$ cat config.mk
export PLATFORM = sky130hd
export DESIGN_NAME = serial_tx_brk
export DESIGN_NICKNAME = d
export VERILOG_FILES = /design/src/rtl/txb_pkg.sv /design/src/rtl/txb_hold.sv /design/src/rtl/txb_req.sv /design/src/rtl/txb_seq.sv /design/src/rtl/serial_tx_brk.sv
export SDC_FILE = /design/constraint.sdc
export NUM_CORES = 1
export LEC_CHECK = 0
export ABC_CLOCK_PERIOD_IN_PS = 3100
export BUFFER_PORTS_ARGS = -buffer_cell sky130_fd_sc_hd__buf_4
export CORE_ASPECT_RATIO = 0.6
export CORE_UTILIZATION = 50
export DETAILED_ROUTE_END_ITERATION = 16
export GPL_TIMING_DRIVEN = 0
export PLACE_DENSITY_LB_ADDON = 0.3
export SYNTH_ARGS = -nofsm -noshare
export SYNTH_HDL_FRONTEND = slang
export SYNTH_SLANG_ARGS = --single-unit
export TNS_END_PERCENT = 30
$ cat constraint.sdc
create_clock -name clk -period 3.1 [get_ports clk]
set_input_delay 0.62 -clock clk [delete_from_list [all_inputs] [get_ports clk]]
set_output_delay 0.62 -clock clk [all_outputs]
set_load 0.02 [all_outputs]
$ cat src/rtl/txb_pkg.sv
package txb_pkg;

    typedef enum logic [2:0] {
        ST_IDLE,
        ST_PRE,
        ST_BRK,
        ST_DATA,
        ST_MARK
    } seq_st_t;

    typedef struct packed {
        logic nine;
        logic par_en;
        logic par_odd;
    } fmt_t;

    function automatic logic par_fill(input logic folded, input logic odd);
        return folded ^ odd;
    endfunction

endpackage

$ cat src/rtl/txb_hold.sv
module txb_hold #(
    parameter int DATA_W = 8
) (
    input  logic              clk,
    input  logic              rst,
    input  logic [DATA_W-1:0] din,
    input  logic              din8,
    input  logic              din_valid,
    input  logic              take,
    output logic              full,
    output logic [DATA_W:0]   word
);

    always_ff @(posedge clk) begin
        if (rst) begin
            full <= 1'b0;
            word <= '0;
        end else if (take) begin
            full <= 1'b0;
        end else if (din_valid && !full) begin
            full <= 1'b1;
            word <= {din8, din};
        end
    end

    // a held word stays put until the sequencer takes it
    a_r4_hold_word: assert property (@(posedge clk) disable iff (rst)
        (full && !take) |=> (full && $stable(word)));

endmodule

$ cat src/rtl/txb_req.sv
module txb_req (
    input  logic clk,
    input  logic rst,
    input  logic tx_en,
    input  logic brk_req,
    input  logic start_brk,
    input  logic start_pre,
    output logic brk_pend,
    output logic pre_pend
);

    logic en_q;
    logic brk_q;

    always_ff @(posedge clk) begin
        if (rst) begin
            en_q     <= 1'b0;
            brk_q    <= 1'b0;
            brk_pend <= 1'b0;
            pre_pend <= 1'b0;
        end else begin
            en_q  <= tx_en;
            brk_q <= brk_req;
            if (!tx_en || start_brk)
                brk_pend <= 1'b0;
            else if (brk_req && !brk_q)
                brk_pend <= 1'b1;
            if (!tx_en || start_pre || start_brk)
                pre_pend <= 1'b0;
            else if (!en_q)
                pre_pend <= 1'b1;
        end
    end

    // once a break starts, no preamble remains queued
    a_r8_pre_dropped: assert property (@(posedge clk) disable iff (rst)
        start_brk |=> !pre_pend);

endmodule

$ cat src/rtl/txb_seq.sv
module txb_seq
    import txb_pkg::*;
#(
    parameter int DATA_W = 8
) (
    input  logic            clk,
    input  logic            rst,
    input  logic            bit_tick,
    input  logic            tx_en,
    input  logic            brk_req,
    input  logic            brk_pend,
    input  logic            pre_pend,
    input  logic            buf_full,
    input  logic [DATA_W:0] word,
    input  fmt_t            fmt,
    output logic            txd,
    output logic            take,
    output logic            start_brk,
    output logic            start_pre,
    output logic            idle
);

    localparam int SH_W  = DATA_W + 2;
    localparam int CNT_W = $clog2(DATA_W + 3);

    seq_st_t          st, st_n;
    logic [CNT_W-1:0] cnt, cnt_n, last_idx;
    logic [SH_W-1:0]  sh, sh_n;
    logic             txd_n;
    logic             boundary, brk_want, mark_now, pbit;
    logic [DATA_W:0]  pmask, dbits;

    // character image: data bits, then ninth bit or stop, filler ones above
    always_comb begin
        pmask = fmt.nine ? {1'b0, {DATA_W{1'b1}}} : {2'b00, {(DATA_W-1){1'b1}}};
        pbit  = par_fill(^(word & pmask), fmt.par_odd);
        dbits = word;
        if (!fmt.nine)
            dbits[DATA_W] = 1'b1;
        if (fmt.par_en) begin
            if (fmt.nine)
                dbits[DATA_W] = pbit;
            else
                dbits[DATA_W-1] = pbit;
        end
        last_idx = CNT_W'(DATA_W + 1) + CNT_W'(fmt.nine);
    end

    always_comb begin
        boundary  = bit_tick && (st == ST_IDLE || cnt == '0);
        brk_want  = brk_req || brk_pend;
        mark_now  = boundary && st == ST_BRK && !brk_want;
        start_brk = boundary && tx_en && brk_want;
        start_pre = boundary && !mark_now && tx_en && !brk_want && pre_pend;
        take      = boundary && !mark_now && tx_en && !brk_want && !pre_pend && buf_full;

        st_n  = st;
        cnt_n = cnt;
        sh_n  = sh;
        txd_n = txd;
        if (boundary) begin
            if (mark_now) begin
                st_n  = ST_MARK;
                cnt_n = '0;
                txd_n = 1'b1;
            end else if (start_brk) begin
                st_n  = ST_BRK;
                cnt_n = last_idx;
                txd_n = 1'b0;
            end else if (start_pre) begin
                st_n  = ST_PRE;
                cnt_n = last_idx;
                txd_n = 1'b1;
            end else if (take) begin
                st_n  = ST_DATA;
                cnt_n = last_idx;
                sh_n  = {1'b1, dbits};
                txd_n = 1'b0;
            end else begin
                st_n  = ST_IDLE;
                cnt_n = '0;
                txd_n = 1'b1;
            end
        end else if (bit_tick) begin
            cnt_n = cnt - CNT_W'(1);
            sh_n  = {1'b1, sh[SH_W-1:1]};
            case (st)
                ST_DATA: txd_n = sh[0];
                ST_BRK:  txd_n = 1'b0;
                default: txd_n = 1'b1;
            endcase
        end
    end

    always_ff @(posedge clk) begin
        if (rst) begin
            st  <= ST_IDLE;
            cnt <= '0;
            sh  <= '1;
            txd <= 1'b1;
        end else begin
            st  <= st_n;
            cnt <= cnt_n;
            sh  <= sh_n;
            txd <= txd_n;
        end
    end

    assign idle = (st == ST_IDLE);

    // line high whenever nothing is being sent
    a_r2_idle_line: assert property (@(posedge clk) disable iff (rst)
        idle |-> txd);

    // the line only moves on a bit tick
    a_r2_tick_paced: assert property (@(posedge clk) disable iff (rst)
        !bit_tick |=> ($stable(cnt) && $stable(txd)));

    // the trailing one lasts a single bit time
    a_r6_single_mark: assert property (@(posedge clk) disable iff (rst)
        (st == ST_MARK && bit_tick) |=> (st != ST_MARK));

    // held request chains breaks with the line kept low
    a_r7_no_gap: assert property (@(posedge clk) disable iff (rst)
        (boundary && st == ST_BRK && brk_req && tx_en) |=> (st == ST_BRK && !txd));

    // a disabled idle transmitter starts nothing
    a_r9_stay_idle: assert property (@(posedge clk) disable iff (rst)
        (idle && !tx_en) |=> idle);

endmodule

$ cat src/rtl/serial_tx_brk.sv
module serial_tx_brk
    import txb_pkg::*;
#(
    parameter int DATA_W = 8
) (
    input  logic              clk,
    input  logic              rst,
    input  logic              bit_tick,
    input  logic              tx_en,
    input  logic              brk_req,
    input  logic              nine_bit,
    input  logic              par_en,
    input  logic              par_odd,
    input  logic [DATA_W-1:0] din,
    input  logic              din8,
    input  logic              din_valid,
    output logic              txd,
    output logic              tx_empty,
    output logic              tx_done
);

    fmt_t            fmt;
    logic            take, start_brk, start_pre, idle;
    logic            brk_pend, pre_pend, buf_full;
    logic [DATA_W:0] word;

    always_comb begin
        fmt.nine    = nine_bit;
        fmt.par_en  = par_en;
        fmt.par_odd = par_odd;
    end

    txb_hold #(.DATA_W(DATA_W)) u_hold (
        .clk       (clk),
        .rst       (rst),
        .din       (din),
        .din8      (din8),
        .din_valid (din_valid),
        .take      (take),
        .full      (buf_full),
        .word      (word)
    );

    txb_req u_req (
        .clk       (clk),
        .rst       (rst),
        .tx_en     (tx_en),
        .brk_req   (brk_req),
        .start_brk (start_brk),
        .start_pre (start_pre),
        .brk_pend  (brk_pend),
        .pre_pend  (pre_pend)
    );

    txb_seq #(.DATA_W(DATA_W)) u_seq (
        .clk       (clk),
        .rst       (rst),
        .bit_tick  (bit_tick),
        .tx_en     (tx_en),
        .brk_req   (brk_req),
        .brk_pend  (brk_pend),
        .pre_pend  (pre_pend),
        .buf_full  (buf_full),
        .word      (word),
        .fmt       (fmt),
        .txd       (txd),
        .take      (take),
        .start_brk (start_brk),
        .start_pre (start_pre),
        .idle      (idle)
    );

    assign tx_empty = !buf_full;
    assign tx_done  = idle && !buf_full && !pre_pend && !brk_pend && !(tx_en && brk_req);

    // a pending preamble keeps the complete flag low
    a_r10_pre_busy: assert property (@(posedge clk) disable iff (rst)
        pre_pend |-> !tx_done);

endmodule

# After elaboration in Yosys (flattened, before gate mapping)
# Index checks and enable logic that the tools add are counted.
# W data, S select, Z words.
[classes]
n_addsub = 2
n_eq_ne = 6
mux = 28
reduce_logical = 40
bitwise_logic = 3
[op_table]
columns = ["cell", "n"]
rows = [
  ["$mux W10", 6],
  ["$mux W4", 6],
  ["$logic_and A1 B1 Y1", 18],
  ["$and A9 B9 Y9", 1],
  ["$mux W1", 9],
  ["$mux W3", 3],
  ["$reduce_xor A9 Y1", 1],
  ["$logic_not A1 Y1", 8],
  ["$mux W8", 1],
  ["$ne A2 B2 Y1 const B", 4],
  ["$eq A3 B2 Y1 const B", 2],
  ["$reduce_or A2 Y1", 3],
  ["$logic_or A1 B1 Y1", 5],
  ["$reduce_and A5 Y1", 1],
  ["$add A4 B1 Y4 const A", 1],
  ["$logic_not A4 Y1", 1],
  ["$mux W2", 2],
  ["$sub A4 B1 Y4 const B", 1],
  ["$logic_not A3 Y1", 1],
  ["$pmux W1 S2", 1],
  ["$reduce_and A2 Y1", 1],
  ["$reduce_bool A2 Y1", 1],
  ["$not A1 Y1", 1],
  ["$xor A1 B1 Y1", 1],
]
[word_totals]
word_cells = 89
inputBits = 18
out_inout_bits = 3
reg_bits = 32

# Depth between registers and ports, before layout
[depth]
ltp_word = 16
mapped_depth = 8
ltp_nobuf = 7

# Cells and area by module
# Synthesis repeated with hierarchy kept, for this count alone.
[unflattened]
hier_cells = 172
area_unflattened_um2 = 1666.6
[by_module_without_submodules]
columns = ["module", "area_each_um2", "instances", "seq_area_each_um2", "cells_each"]
rows = [
  ["txb_seq", 1052.3, 1, 340.3, 114],
  ["txb_hold", 457.9, 1, 200.2, 43],
  ["txb_req", 137.6, 1, 80.1, 12],
  ["serial_tx_brk", 18.8, 1, 0.0, 3],
]

# Least setup slack after synthesis
# No wires, ideal clock.
[synth_path]
path_kind = "register -> output"
startpoint = "register u_seq.st[0]"
endpoint = "output port tx_done"
arrival_time_ns = 1.909
n_path_buf = 0
t_required_ns = 2.480
slack_ns = 0.571
stages_incl_launch_ff = 3
cell_sequence = "dfxtp_1 > or3_1 > a2111oi_0"
[synth_via]
elab_chain_cells = 5
[synth_rtl]
columns = ["item", "line", "source"]
rows = [
  ["start: declaration", "txb_seq.sv:26", "seq_st_t st, st_n;"],
  ["start signal: assignment", "txb_seq.sv:102", "st <= st_n;"],
  ["$logic_not A3 Y1", "txb_seq.sv:109", "assign idle = (st == ST_IDLE);"],
  ["$logic_and A1 B1 Y1 (4 in series)", "serial_tx_brk.sv:74", "assign tx_done = idle && !buf_full && !pre_pend && !brk_pend && !(tx_en && brk_req);"],
  ["end: declaration", "serial_tx_brk.sv:19", "output logic tx_done"],
]
# Every way passes these cells.

# Worst setup path in the final report
# Ends and elaborated chain as after synthesis.

==> impl_metrics.py <==
metrics = {
    "power": {
        "power_leakage_nw": 0.692,
        "irDropWorstVdd_v": 0.000271,
        "cell_internal_pwr_w": 0.000657,
        "clock_power_share_pct": 33.3,
        "power.total_w": 0.000917,
        "pwr-share-seq_pct": 47.7,
        "p_per_area_mw_per_mm2": 518,
        "p_sw_share_pct": 28.4,
        "switchingPower_w": 0.000260,
        "combPwrFrac_pct": 19.0,
    },
    "route": {
        "routed_wirelength_um": 3750,
        "vias_per_cell": 5.75,
        "route.vias.total": 1414,
        "drtIter0Drc": 127,
        "firstDrtPassIters": 4,
        "drc": 0,
        "final_antenna_net_count": 0,
        "avgRoutedWirePerCell_um": 15.2,
    },
    "critical_path": {
        "endpoint_kind": "output port",
        "cp-start-kind": "register",
        "path_max_fanout": 5,
        "critPathArrivalTime_ps": 1770,
        "required_ps": 2480,
        "crit_type": "register to output port",
    },
    "timing": {
        "rsz0062_at_grt": "false",
        "tns_ps": 0,
        "setup_viol": 0,
        "worst_slack_ps": 707,
        "hold_violations": 0,
        "final_max_slew_viol_count": 0,
        "slew_headroom_pct": 64.1,
        "fmax_mhz": 418,
        "final.setup_skew_ps": 6.92,
        "tightest_slew_ps": 539,
        "min_period_ps": 2390,
        "holdWs_ps": 468,
        "fin_crit_sh_pct": 77.2,
    },
    "logic_synthesis": {
        "synth.distinct_cells": 41,
        "synthTopCellsByCount": "nand2_1 (39), dfxtp_1 (31), a21oi_1 (22), nor2_1 (9)",
        "ys_top_cells_by_area": "dfxtp_1 (41%), nand2_1 (9.8%), a21oi_1 (7.4%), a211o_1 (4.1%), xnor2_1 (3.5%)",
        "avgSynthCellArea_um2": 8.37,
        "netlist.area_leader.share_pct": 41.4,
        "syn-instance-count": 179,
        "synth_flop_cell": "dfxtp_1",
        "synth_edf_count": 0,
        "yosysWarnings": 0,
        "synthesis.area_mm2": 0.00150,
        "ys_ff_latch": 31,
        "syn_nets": 199,
        "synth_largest_area_cell": "dfxtp_1",
        "yosysMostFrequentCell": "nand2_1",
        "async_flop_share_pct": 0,
        "ys_seq_area_share_pct": 41.4,
    },
    "global_route": {
        "antenna_found_initial": 0,
        "grt_overflow": 0,
        "gr-usage-met2_pct": 40.9,
        "grt_max_degree": 11,
        "grt.total_usage_pct": 25.9,
        "grt_pass1_vias": 1314,
        "use_met3_pct": 8.43,
        "grt_pass1_wl_um": 6100,
        "grtUsageMet1_pct": 34.2,
        "grt_busiest_layer": "met2",
    },
    "clock_tree": {
        "cts_max_path_buffers": 2,
        "clk_latency_ps": 280,
        "cts-root-buf": "clkbuf_8",
        "clk_pin_slew_worst_paths_ps": 70,
        "post_cts_resized": 0,
        "numCtsBuffers": 5,
        "tritoncts": "built",
        "postCtsHoldBufs": 0,
        "cts_sinks": 31,
        "post_cts_buffers": 0,
        "cts.htree.levels": 2,
    },
    "finish": {
        "syn_to_final_growth_pct": 18.3,
        "fill_cells": 231,
        "diodes": 0,
        "regArea_um2": 621,
        "layout-drive-gt1-share_pct": 15.5,
        "final_nets": 225,
        "multiInputGateArea_um2": 813,
        "final_cell_area_mm2": 0.00177,
    },
    "worst_hold_path": {
        "hold_class": "register to register",
    },
    "floorplanning": {
        "io_pins": 21,
        "dieArea_mm2": 0.00323,
        "initial_core_util_pct": 56.2,
        "fp.dieH_um": 44.4,
        "rows": 14,
        "coreArea_mm2": 0.00266,
        "die_x_um": 72.7,
    },
    "placement": {
        "place_ws_ps": 894,
        "io_buffers": 19,
        "globalplace.congestion": 0.838,
        "dpl-instance-area_mm2": 0.00169,
        "hpwl_um": 2750,
    },
    "run_status": {
        "run_status": "complete, no violations",
    },
    "flow_run": {
        "max-cap-violations": 0,
    },
}
[cells in the final DEF (no fill, tap or decap), types with 2 or more instances in the layout]
cell / instances
nand3b_1: 2
nor3_1: 3
ha_1: 2
xnor2_1: 6
dfxtp_1: 31
clkbuf_1: 6
nor2b_1: 5
nand3_1: 2
nor3b_1: 2
a21oi_1: 22
o31ai_1: 2
a211o_1: 7
a41oi_1: 2
buf_1: 2
nor2_1: 9
buf_4: 21
a211oi_1: 3
nand2_1: 39
clkbuf_8: 5
inv_1: 7
o21ai_0: 5
and4b_1: 2
[worst max-delay path, cell delays in order (launching register included)]
cell and delay [ps]:
dfxtp_1 360, or3_1 480, a2111oi_0 440, buf_4 220
[through the flow]
stage	instances	util (%)
6_report	246	66.5
5_1_grt	246	66.5
4_1_cts	246	66.5
3_5_place_dp	238	63.5
3_3_place_gp	238	63.5
2_1_floorplan	179	-
[routing by layer]
layer / part of all wire (%) / vias up
met5: 0 / -
met4: 0.43 / 0
met3: 8.1 / 3
met2: 45 / 57
met1: 47 / 669
li1: - / 685
[state kept, by name (all words and copies together), names as in the netlist]
signal,cells
u_req.brk_pend,1
u_req.en_q,1
u_hold.word,9
u_req.brk_q,1
u_req.pre_pend,1
u_seq.txd,1
u_seq.sh,9
u_seq.cnt,4
u_seq.st,3
u_hold.full,1
[power groups by stage]
stage | logic [W] | clock network (W) | registers, W
2_1_floorplan | 0.000118 | 0 | 0.000442
3_3_place_gp | 0.000165 | 0 | 0.000444
3_5_place_dp | 0.000170 | 0 | 0.000446
4_1_cts | 0.000172 | 0.000305 | 0.000437
5_1_grt | 0.000190 | 0.000324 | 0.000440
6_report | 0.000174 | 0.000305 | 0.000438
[area by class of cell]
cell class	instances	share of cell area, %
multi-input combinational	133	45.9
clock buffer	7	4.31
buffer	8	2.12
sequential	31	35.0
clock inverter	1	0.282
timing repair buffer	19	8.05
inverter	7	1.48
tap	40	2.82
[cells by family (layout without fill, tap and decap cells)]
group | Yosys count | after routing | synth area share [%]
AOI/OAI and AO/OA | 52 | 52 | 24.1
and+or+nand+nor | 70 | 70 | 22.2
DFF | 31 | 31 | 41.4
adders and majority gates | 2 | 2 | 1.67
buffers and inverters | 15 | 42 | 4.26
xor gates and xnor gates | 8 | 8 | 5.68
muxes | 1 | 1 | 0.668
[worst paths after layout]
check / to / start / depth (start not counted) / slack [ps]
hold reg to reg: u_seq.sh[4] / u_seq.sh[4] / 1 / 470
setup reg to reg: u_seq.sh[3] / u_seq.cnt[0] / 8 / 950
setup / recovery: tx_done / u_seq.st[0] / 3 / 710
hold / removal: u_seq.sh[4] / u_seq.sh[4] / 1 / 470
Power figures use the tool's default switching activity.
